File: src/rtl/adc_arb_pkg.sv
// Shared types for the conversion-request arbiter.
// Assumes: nothing beyond the IEEE 1800-2017 language.
package adc_arb_pkg;

    // Converter ownership state.
    typedef enum logic {
        ARB_IDLE = 1'b0,
        ARB_BUSY = 1'b1
    } arb_state_e;

endpackage

File: src/rtl/adc_trig_latch.sv
// Turns trigger events into per-slot pending requests and sticky overflow bits.
// It also expands a burst trigger into a run of consecutive wheel slots.
// Assumes: NUM_SLOTS is a power of two, so pointer arithmetic wraps naturally.
// Code 0 never fires, codes 1 and 2 are interrupt flag set events, and 3+j is trig_in[j].
module adc_trig_latch #(
    parameter int NUM_SLOTS = 16,
    parameter int NUM_TRIG  = 8,
    parameter int TSEL_W    = 4,
    localparam int SLOT_W   = $clog2(NUM_SLOTS),
    localparam int CUT_W    = SLOT_W + 1
) (
    input  logic                        clk,
    input  logic                        rst_n,
    input  logic [NUM_TRIG-1:0]         trig_in,
    input  logic [1:0]                  int_evt,
    input  logic [NUM_SLOTS*TSEL_W-1:0] slot_tsel,
    input  logic                        burst_en,
    input  logic [TSEL_W-1:0]           burst_tsel,
    input  logic [SLOT_W-1:0]           burst_cnt,
    input  logic [CUT_W-1:0]            hp_cutoff,
    input  logic [SLOT_W-1:0]           rr_ptr,
    input  logic [NUM_SLOTS-1:0]        grant_mask,
    input  logic [NUM_SLOTS-1:0]        ovf_clr,
    output logic [NUM_SLOTS-1:0]        pend,
    output logic [NUM_SLOTS-1:0]        ovf
);

    logic [NUM_SLOTS-1:0] burst_mark;
    logic [NUM_SLOTS-1:0] hit;
    logic [SLOT_W-1:0]    walk_idx;
    logic [SLOT_W:0]      burst_taken;
    logic                 burst_go;

    // Decode one trigger code against the current event lines.
    function automatic logic src_fire(input logic [TSEL_W-1:0] code,
                                      input logic [NUM_TRIG-1:0] ext,
                                      input logic [1:0] ie);
        logic f;
        f = ((code == TSEL_W'(1)) & ie[0]) | ((code == TSEL_W'(2)) & ie[1]);
        for (int j = 0; j < NUM_TRIG; j++) begin
            if (code == TSEL_W'(j + 3)) f = f | ext[j];
        end
        return f;
    endfunction

    // Burst expansion: walk the wheel after the pointer and mark the first burst_cnt+1 wheel slots.
    always_comb begin
        burst_mark  = '0;
        burst_taken = '0;
        walk_idx    = '0;
        burst_go    = burst_en & src_fire(burst_tsel, trig_in, int_evt);
        if (burst_go) begin
            for (int k = 1; k <= NUM_SLOTS; k++) begin
                walk_idx = rr_ptr + SLOT_W'(k);
                if (({1'b0, walk_idx} >= hp_cutoff) && (burst_taken <= {1'b0, burst_cnt})) begin
                    burst_mark[walk_idx] = 1'b1;
                    burst_taken          = burst_taken + 1'b1;
                end
            end
        end
    end

    // Per-slot request: its own code, or the burst mark for wheel slots while bursting.
    always_comb begin
        for (int s = 0; s < NUM_SLOTS; s++) begin
            if ((CUT_W'(s) < hp_cutoff) || !burst_en)
                hit[s] = src_fire(slot_tsel[s*TSEL_W +: TSEL_W], trig_in, int_evt);
            else
                hit[s] = burst_mark[s];
        end
    end

    // Pending and overflow state; a grant retires a request before a new trigger re-arms it.
    always_ff @(posedge clk) begin
        if (!rst_n) begin
            pend <= '0;
            ovf  <= '0;
        end else begin
            pend <= (pend & ~grant_mask) | hit;
            ovf  <= (ovf & ~ovf_clr) | (hit & pend & ~grant_mask);
        end
    end

    for (genvar s = 0; s < NUM_SLOTS; s++) begin : g_slot_chk
        // a decoded trigger always leaves the slot pending.
        a_r1_hit_pends: assert property (@(posedge clk) disable iff (!rst_n)
            hit[s] |=> pend[s]);
        // an overflow bit only rises for a slot that was already queued.
        a_r2_ovf_needs_pend: assert property (@(posedge clk) disable iff (!rst_n)
            $rose(ovf[s]) |-> $past(pend[s]));
    end

endmodule

File: src/rtl/adc_prio_pick.sv
// Combinational choice of the next slot from the pending set.
// Slots below the cutoff win by lowest number; otherwise the wheel is searched from the slot after the pointer.
// Assumes: NUM_SLOTS is a power of two.
module adc_prio_pick #(
    parameter int NUM_SLOTS = 16,
    localparam int SLOT_W   = $clog2(NUM_SLOTS),
    localparam int CUT_W    = SLOT_W + 1
) (
    input  logic [NUM_SLOTS-1:0] pend,
    input  logic [CUT_W-1:0]     hp_cutoff,
    input  logic [SLOT_W-1:0]    rr_ptr,
    output logic                 pick_vld,
    output logic                 pick_hp,
    output logic [SLOT_W-1:0]    pick_idx
);

    logic              hp_found;
    logic              rr_found;
    logic [SLOT_W-1:0] hp_idx;
    logic [SLOT_W-1:0] rr_idx;
    logic [SLOT_W-1:0] probe;

    // Fixed-priority scan: the lowest pending high-priority slot.
    always_comb begin
        hp_found = 1'b0;
        hp_idx   = '0;
        for (int s = 0; s < NUM_SLOTS; s++) begin
            if (!hp_found && (CUT_W'(s) < hp_cutoff) && pend[s]) begin
                hp_found = 1'b1;
                hp_idx   = SLOT_W'(s);
            end
        end
    end

    // Wheel scan: the first pending wheel slot after the pointer, wrapping around.
    always_comb begin
        rr_found = 1'b0;
        rr_idx   = '0;
        probe    = '0;
        for (int k = 1; k <= NUM_SLOTS; k++) begin
            probe = rr_ptr + SLOT_W'(k);
            if (!rr_found && ({1'b0, probe} >= hp_cutoff) && pend[probe]) begin
                rr_found = 1'b1;
                rr_idx   = probe;
            end
        end
    end

    // Merge: the high-priority group overrides the wheel.
    always_comb begin
        pick_vld = hp_found | rr_found;
        pick_hp  = hp_found;
        pick_idx = hp_found ? hp_idx : rr_idx;
    end

endmodule

File: src/rtl/adc_int_flags.sv
// Sticky interrupt flags, each tied to the completion of one chosen slot.
// The set pulses are also exported so they can act as trigger sources.
// Assumes: done_evt is a single-cycle completion event qualified by the caller.
module adc_int_flags #(
    parameter int NUM_INT = 4,
    parameter int SLOT_W  = 4
) (
    input  logic                      clk,
    input  logic                      rst_n,
    input  logic                      done_evt,
    input  logic [SLOT_W-1:0]         done_slot,
    input  logic [NUM_INT*SLOT_W-1:0] int_sel,
    input  logic [NUM_INT-1:0]        int_en,
    input  logic [NUM_INT-1:0]        int_clr,
    output logic [NUM_INT-1:0]        int_flag,
    output logic [NUM_INT-1:0]        int_set
);

    // Completion matching for every flag.
    always_comb begin
        for (int i = 0; i < NUM_INT; i++) begin
            int_set[i] = done_evt & int_en[i] & (int_sel[i*SLOT_W +: SLOT_W] == done_slot);
        end
    end

    // Flag storage: set dominates clear.
    always_ff @(posedge clk) begin
        if (!rst_n) int_flag <= '0;
        else        int_flag <= int_set | (int_flag & ~int_clr);
    end

    for (genvar i = 0; i < NUM_INT; i++) begin : g_int_chk
        // a matching completion raises the flag.
        a_r8_set_on_done: assert property (@(posedge clk) disable iff (!rst_n)
            int_set[i] |=> int_flag[i]);
        // a clear without a simultaneous set drops the flag.
        a_r8_clear_drops: assert property (@(posedge clk) disable iff (!rst_n)
            (int_clr[i] && !int_set[i]) |=> !int_flag[i]);
    end

endmodule

File: src/rtl/adc_soc_arbiter.sv
// Conversion-request arbiter for one shared converter.
// Latches slot triggers, picks one slot (fixed priority below the cutoff, wheel above),
// issues the slot's channel with a start strobe, waits for done and reports the slot index.
// Assumes: NUM_SLOTS is a power of two; NUM_INT >= 2; conv_done is a single-cycle pulse.
module adc_soc_arbiter #(
    parameter int NUM_SLOTS = 16,
    parameter int NUM_TRIG  = 8,
    parameter int TSEL_W    = 4,
    parameter int CH_W      = 5,
    parameter int ACQ_W     = 9,
    parameter int NUM_INT   = 4,
    localparam int SLOT_W   = $clog2(NUM_SLOTS),
    localparam int CUT_W    = SLOT_W + 1
) (
    input  logic                        clk,
    input  logic                        rst_n,
    input  logic [NUM_TRIG-1:0]         trig_in,
    input  logic [NUM_SLOTS*TSEL_W-1:0] slot_tsel,
    input  logic [NUM_SLOTS*CH_W-1:0]   slot_chan,
    input  logic [NUM_SLOTS*ACQ_W-1:0]  slot_acq,
    input  logic [CUT_W-1:0]            hp_cutoff,
    input  logic                        burst_en,
    input  logic [TSEL_W-1:0]           burst_tsel,
    input  logic [SLOT_W-1:0]           burst_cnt,
    input  logic [NUM_INT*SLOT_W-1:0]   int_sel,
    input  logic [NUM_INT-1:0]          int_en,
    input  logic [NUM_INT-1:0]          int_clr,
    input  logic [NUM_SLOTS-1:0]        ovf_clr,
    input  logic                        conv_done,
    output logic                        conv_start,
    output logic [CH_W-1:0]             conv_chan,
    output logic [ACQ_W-1:0]            conv_acq,
    output logic                        conv_busy,
    output logic                        result_valid,
    output logic [SLOT_W-1:0]           result_idx,
    output logic [NUM_INT-1:0]          int_flag,
    output logic [NUM_SLOTS-1:0]        ovf_flag,
    output logic [SLOT_W-1:0]           rr_ptr
);

    import adc_arb_pkg::*;

    arb_state_e           state;
    logic [SLOT_W-1:0]    cur_slot;
    logic [NUM_SLOTS-1:0] pend;
    logic [NUM_SLOTS-1:0] grant_mask;
    logic [NUM_INT-1:0]   int_set;
    logic                 pick_vld;
    logic                 pick_hp;
    logic [SLOT_W-1:0]    pick_idx;
    logic                 grant_go;
    logic                 done_evt;

    adc_trig_latch #(
        .NUM_SLOTS (NUM_SLOTS),
        .NUM_TRIG  (NUM_TRIG),
        .TSEL_W    (TSEL_W)
    ) u_latch (
        .clk        (clk),
        .rst_n      (rst_n),
        .trig_in    (trig_in),
        .int_evt    (int_set[1:0]),
        .slot_tsel  (slot_tsel),
        .burst_en   (burst_en),
        .burst_tsel (burst_tsel),
        .burst_cnt  (burst_cnt),
        .hp_cutoff  (hp_cutoff),
        .rr_ptr     (rr_ptr),
        .grant_mask (grant_mask),
        .ovf_clr    (ovf_clr),
        .pend       (pend),
        .ovf        (ovf_flag)
    );

    adc_prio_pick #(
        .NUM_SLOTS (NUM_SLOTS)
    ) u_pick (
        .pend      (pend),
        .hp_cutoff (hp_cutoff),
        .rr_ptr    (rr_ptr),
        .pick_vld  (pick_vld),
        .pick_hp   (pick_hp),
        .pick_idx  (pick_idx)
    );

    adc_int_flags #(
        .NUM_INT (NUM_INT),
        .SLOT_W  (SLOT_W)
    ) u_int (
        .clk       (clk),
        .rst_n     (rst_n),
        .done_evt  (done_evt),
        .done_slot (cur_slot),
        .int_sel   (int_sel),
        .int_en    (int_en),
        .int_clr   (int_clr),
        .int_flag  (int_flag),
        .int_set   (int_set)
    );

    // Grant and completion qualifiers for the current state.
    always_comb begin
        grant_go   = (state == ARB_IDLE) && pick_vld;
        done_evt   = (state == ARB_BUSY) && conv_done;
        grant_mask = '0;
        if (grant_go) grant_mask[pick_idx] = 1'b1;
        conv_busy  = (state == ARB_BUSY);
    end

    // Converter ownership, output registers and wheel pointer.
    always_ff @(posedge clk) begin
        if (!rst_n) begin
            state        <= ARB_IDLE;
            cur_slot     <= '0;
            conv_start   <= 1'b0;
            conv_chan    <= '0;
            conv_acq     <= '0;
            result_valid <= 1'b0;
            result_idx   <= '0;
            rr_ptr       <= '1;
        end else begin
            conv_start   <= grant_go;
            result_valid <= done_evt;
            if (grant_go) begin
                state     <= ARB_BUSY;
                cur_slot  <= pick_idx;
                conv_chan <= slot_chan[pick_idx*CH_W +: CH_W];
                conv_acq  <= slot_acq[pick_idx*ACQ_W +: ACQ_W];
                if (!pick_hp) rr_ptr <= pick_idx;
            end
            if (done_evt) begin
                state      <= ARB_IDLE;
                result_idx <= cur_slot;
            end
        end
    end

    // no new start while a conversion is still waiting for done.
    a_r3_one_flight: assert property (@(posedge clk) disable iff (!rst_n)
        (conv_busy && !conv_done) |=> !conv_start);
    // the strobe is always accompanied by the busy indication.
    a_r4_start_busy: assert property (@(posedge clk) disable iff (!rst_n)
        conv_start |-> conv_busy);
    // done while busy yields a result pulse and frees the converter.
    a_r5_result_after_done: assert property (@(posedge clk) disable iff (!rst_n)
        (conv_busy && conv_done) |=> (result_valid && !conv_busy));
    // done while idle produces nothing.
    a_r5_idle_done_ignored: assert property (@(posedge clk) disable iff (!rst_n)
        (!conv_busy && conv_done) |=> !result_valid);
    // a high-priority grant leaves the wheel pointer where it was.
    a_r7_hp_keeps_ptr: assert property (@(posedge clk) disable iff (!rst_n)
        (grant_go && pick_hp) |=> $stable(rr_ptr));
    // while a high-priority slot is pending, no wheel slot is granted.
    a_r7_hp_first: assert property (@(posedge clk) disable iff (!rst_n)
        (grant_go && ((pend & ((NUM_SLOTS'(1) << hp_cutoff) - NUM_SLOTS'(1))) != '0)) |-> pick_hp);

endmodule

File: config.mk
export PLATFORM = sky130hd
export DESIGN_NAME = adc_soc_arbiter
export DESIGN_NICKNAME = d
export VERILOG_FILES = /design/src/rtl/adc_arb_pkg.sv /design/src/rtl/adc_trig_latch.sv /design/src/rtl/adc_prio_pick.sv /design/src/rtl/adc_int_flags.sv /design/src/rtl/adc_soc_arbiter.sv
export SDC_FILE = /design/constraint.sdc
export NUM_CORES = 1
export LEC_CHECK = 0
export CAP_MARGIN = 15
export CORE_MARGIN = 1.5
export CORE_UTILIZATION = 46
export CTS_CLUSTER_DIAMETER = 40
export DETAILED_ROUTE_END_ITERATION = 7
export PLACE_DENSITY = 0.88
export SYNTH_ARGS = -nofsm -noshare
export SYNTH_HDL_FRONTEND = slang
export SYNTH_SLANG_ARGS = --single-unit
File: constraint.sdc
create_clock -name clk -period 33.9 [get_ports clk]
set_input_delay 6.78 -clock clk [delete_from_list [all_inputs] [get_ports clk]]
set_output_delay 6.78 -clock clk [all_outputs]
set_load 0.01 [all_outputs]
-- Yosys cells after proc, flatten, opt, wreduce, memory -nomap -nowiden
Cells that the tools add are included.
- shifts and indexed selects: 2
- magnitude comparators: 81
- equality and inequality tests: 174
- multiply operators: 2
- reductions and logical operators: 145
- bitwise gates (word level): 226
- mux-type cells: 457
- $add $sub $neg: 29
- operator list (cell ; number):
    two-way mux 16 bit ; 33
    two-way mux 1 bit ; 331
    equality test 4 x 3 -> 1 bit (second input constant) ; 68
    bitwise OR 16 bit ; 17
    equality test 4 bit (second input constant) ; 51
    bitwise OR 1 bit ; 154
    two-way mux 5 bit ; 29
    indexed part select 144 x 9 -> 9 bit ; 1
    equality test 4 x 2 -> 1 bit (second input constant) ; 34
    two-way mux 4 bit ; 25
    logical AND 1 bit ; 96
    < comparator 4 x 5 -> 1 bit (second input constant) ; 17
    >= comparator 4 x 5 -> 1 bit ; 16
    indexed part select 80 x 8 -> 5 bit ; 1
    <= comparator 5 x 4 -> 1 bit ; 15
    adder 5 x 1 -> 5 bit (second input constant) ; 14
    demux 1 bit (select 4 bit) ; 17
    equality test 4 x 1 -> 1 bit (second input constant) ; 17
    >= comparator 4 x 1 -> 1 bit (second input constant) ; 17
    AND 16 bit ; 4
    binary-select mux 1 bit (select 4 bit) ; 16
    AND 1 bit ; 43
    < comparator 4 x 5 -> 1 bit (first input constant) ; 8
    adder 4 bit (second input constant) ; 8
    other kinds (20) ; 84
- output and inout bits: 45
- flip-flop bits (word level): 65
- input bits: 353

-- Depth between registers and ports, before layout
- depth in word-level cells: 87
- depth in mapped cells: 154
- gate-level depth less buffers: 143

-- Modules after synthesis
Synthesis repeated with hierarchy kept, for this count alone.
- cells, all modules: 2131
- area, all modules: 16389.5 um^2
- by module, submodules not included (module ; seq. area each (um^2) ; area an instance (um^2) ; instances ; cells each):
    adc_trig_latch ; 640.6 ; 9551.7 ; 1 ; 1320
    adc_prio_pick ; 0.0 ; 3354.5 ; 1 ; 442
    adc_soc_arbiter ; 580.6 ; 3057.9 ; 1 ; 319
    adc_int_flags ; 80.1 ; 425.4 ; 1 ; 50

-- Least setup slack after synthesis
Ideal clock, no wire load.
- path kind: input to register
- start point: input hp_cutoff[2]
- end point: register u_latch.ovf[10]
- stages: 144
- library setup time: 0.079 ns
- arrival: 32.411 ns
- slack: 1.410 ns
- path buffers: 11
- path through: clkbuf_1 clkinv_1 ha_1 o21a_1 o21a_1 nor2_1 nor2_1 inv_1 ha_1 nor4_1 nor3_1 ha_1 inv_1 ha_1 a211oi_1 o21a_1 nor3_2 mux2i_1 [... 108 more ...] a21oi_1 a41o_1 nand2_1 a211o_1 buf_2 nor2_2 o21ai_0 ha_1 nor2b_1 o21ai_0 nand2b_1 a21oi_1 a41o_1 nand2_1 a211oi_1 nand2b_1 or3_1 o211ai_1
- cells in the longest elaborated chain, start to end: 72
- elaborated cells on any way between the ends: 323
- RTL lines (element ; line ; source):
    from (decl) ; adc_soc_arbiter.sv:21 ; input logic [CUT_W-1:0] hp_cutoff,
    parallel branches: the longest is 70 deep, another holds >= comparator 4 x 5 -> 1 bit ; - ;
    AND 16 bit * ; adc_trig_latch.sv:80 ; ovf <= (ovf & ~ovf_clr) | (hit & pend & ~grant_mask);
    bitwise OR 16 bit * ; adc_trig_latch.sv:80 ;
    to (signal assigned) ; adc_trig_latch.sv:80 ;
    to (decl) ; adc_trig_latch.sv:25 ; output logic [NUM_SLOTS-1:0] ovf
Mark *: on every way between the ends. The select of a mux whose other input is x is not followed.
A chain may end at the register's enable or synchronous reset.

-- Final worst setup path
- start point: input hp_cutoff[2]
- end point: register u_latch.ovf[11]
The elaborated chain is that of the path after synthesis.

==> results.md <==
- Status: complete, no violations
- Num CTS Buffers: 9
- Die footprint: 33,170 um^2
- Rel. slew slack: 20.37%
- LEAKAGE: 7.776 nW
- Post-synth top area cell: ha_1
- Nets@finish: 2,868
- Startpoint Class: primary input
- EDFF count, synth: 0
- All-Layer GR Usage: 44.06%
- Worst Path Max Fanout: 18
- Top FF cell, synth: dfxtp_1
- Synth top area cells: ha_1 9.4%, dfxtp_1 8.8%, mux4_2 7.9%
- Utilization after layout: 62.32%
- Hold Violations, Final: 0
- Worst-Skew Late Latency: 0.35 ns
- Hold buffer count at cts: 0
- Yosys cell types: 107
- Antenna violations before repair: 8
- CTS tree: done
- Share of cells above drive strength 1: 10.88%
- Clock Skew: 0.02076 ns
- Clock sinks: 65
- Tcrit/Tclk final: 96.00%
- Final ANT Viol Nets: 0
- PD cells: 74.56 nW/um^2
- Largest net degree at the start of global routing: 84
- Post-DP HPWL: 60,440 um
- Vias in the first global route: 18.19k
- Core Footprint: 31,560 um^2
- Root buffer cell: clkbuf_16
- Gpl congestion: 1.072
- Synth async-reset ratio: 0%
- H-tree depth: 3
- Filler Cells Inserted: 2,779
- Routed wire per std cell: 27.05 um
- Area delta synth->final: 33.24%
- GRT overflow: 0
- Avg Inst Size Synth: 7.151 um^2
- Yosys reg bits: 65
- Req. time, crit path: 34.15 ns
- Sequential fraction of the synthesis area: 8.817%
- Drt pass-1 iters: 6
- Via/cell ratio: 6.908
- Register Area: 1301 um^2
- Worst setup EP type: flop
- # port buffers: 397
- Final Max Tran Viols: 0
- Post-route minimum period: 32.54 ns
- Multi-input gate area: 12,780 um^2
- Worst slack at placement: -0.6390 ns
- Critical path type: primary input to flop
- CP max stage delay: 0.52 ns
- Setup ws final: 1.358 ns
- Hold Path Class: flop to flop
- CP dominant cell by count: ha_1
- Iter 0 DRT Violations: 2,546
- Syn Inst Count: 2,064
- Setup TNS: 0 ns
- Max Cap Violations: 0
- Worst-Margin Slew: 1.164 ns
- Cell area after synthesis: 14,760 um^2
- Max VDD drop: 0.08543 mV
- Post-synth top area share: 9.410%
- Clock Path Buffers: 2
- Syn nets: 2,528
- Setup Viol. Count Final: 0
- # rows: 65
- Fmax: 0.03073 GHz
- Post-Route WL: 76,200 um
- YS warnings: 0
- Io pins: 398
- Initial cell density of the core: 46.77%
- DR DRC count: 0
- Die Width: 182.1 um
- CP arrival: 32.79 ns
- Global-route wire length before repair: 111,900 um
- Vias post-DR: 19.46k
- Worst path slowest cell: or4b_1
- CTS clk-pin slew, worst paths: 0.06 ns
- Die Y: 182.1 um
-- final cells by class --
type                            instances  area share, %
Timing Repair Buffer                  453          22.28
Clock buffer                            9          1.145
Clock inverter                          7         0.4836
Sequential cell                        65          6.617
Tap cell                              402          2.558
Inverter                               96          1.845
Antenna cell                            6        0.07635
Multi-Input combinational cell       1779          64.99
-- cells in the mapped netlist, drive strengths merged (12+ instances only) --
cell type  instances
xnor2             31
nand4             13
nor3              35
ha               111
a31oi             47
and3              34
inv               90
clkbuf            96
or3               13
nor2b             22
buf               28
nand3b            12
nor4              19
o22ai             50
nand3             57
nand2b            17
a211oi            22
mux2              51
and2              27
xor2              19
a221oi            13
a311oi            19
o21ai            177
o211ai            39
dfxtp             65
a21oi            131
o221ai            18
o31ai             18
mux4              52
o21a              15
nand2            302
mux2i             72
nor2             165
a21boi            22
-- per-stage QoR --
stage	power [W]	hold WS [ns]	area, um^2	instances
CTS	0.001400	0.4803	19510	2805
global placement	0.001258	0.4575	19160	2788
global route	0.001560	0.5037	19670	2817
floorplan	0.0009159	0.4876	14760	2064
finish	0.001466	0.4739	19670	2817
detailed placement	0.001289	0.4705	19160	2788
-- worst paths after layout --
kind	start	to	slack, ns	cells past startpoint
worst max-delay path	hp_cutoff[2]	u_latch.ovf[11]$_SDFF_PN0_	1.36	135
worst min register to register	result_idx[1]$_SDFFE_PN0P_	result_idx[1]$_SDFFE_PN0P_	0.47	2
worst max register to register	rr_ptr[1]$_SDFFE_PN1P_	u_latch.ovf[11]$_SDFF_PN0_	5.87	137
worst min-delay path	result_idx[1]$_SDFFE_PN0P_	result_idx[1]$_SDFFE_PN0P_	0.47	2
-- registers in the layout (all words and copies together) (netlist names) --
name / cells
conv_acq: 9
conv_busy: 1
conv_chan: 5
conv_start: 1
cur_slot: 4
result_idx: 4
result_valid: 1
rr_ptr: 4
u_int.int_flag: 4
u_latch.ovf: 16
u_latch.pend: 16
-- metal layers --
layer | global-route usage, % | wire [um]
met5 | 0 | 23
met1 | 55.82 | 28350
met4 | 21.98 | 4711
met3 | 14.53 | 10640
met2 | 66.94 | 32470
-- worst max-delay path, delay by kind of cell --
family | cells | cell delay [ns]
multiplexers | 7 | 2.19
AO/OA/AOI/OAI | 46 | 7.72
AND/OR/NAND/NOR | 49 | 8.16
XOR/XNOR | 4 | 1.02
adder cells (fa/ha/maj) | 17 | 4.86
buffers and inverters | 12 | 1.97
-- power by group --
| part | leakage (nW) | switching [W] | internal [W] |
|---|---|---|---|
| Clock | 0.155 | 0.0000395 | 0.0000645 |
| Combinational | 7.09 | 0.000753 | 0.000503 |
| Sequential | 0.534 | 0.0000171 | 0.0000891 |
| Total | 7.78 | 0.000810 | 0.000657 |
-- timing repair --
item / in CTS / in global routing
gates cloned: 0 / 0
setup endpoints to repair: 32 / 32
resized for setup: 4 / 31
hold endpoints to repair: 0 / 0
pin swaps: 0 / 5
setup buffers: 1 / 6
-- cell usage in the layout (no fill, tap or decap), drive strengths merged, types with 12 or more instances in the layout --
cell type,synthesis,layout
nand2b,17,17
a31oi,47,47
xnor2,31,31
or3,13,13
clkdlybuf4s50,0,393
nand4,13,13
o31ai,18,18
xor2,19,19
a311oi,19,19
a21boi,22,22
dfxtp,65,65
nand3,57,57
o211ai,39,39
mux2i,72,72
mux4,52,52
o21a,15,15
a21oi,131,131
nor4,19,19
nand2,302,302
o21ai,177,177
nor3,35,35
a221oi,13,13
o22ai,50,50
o221ai,18,18
ha,111,111
and2,27,27
nor2,165,165
buf,28,57
nand3b,12,12
mux2,51,51
a211oi,22,22
inv,90,90
and3,34,34
nor2b,22,22
-- cell families after synthesis --
group	Yosys count	share of synthesized area, %
simple gates	749	24.12
compound gates	692	31.31
buf+inv	220	5.773
mux	175	16.73
fa+ha+maj	111	9.410
flops	65	8.817
xor+xnor	51	3.815
other cells	1	0.02541
Note: power is estimated with default switching activity, not from simulation.
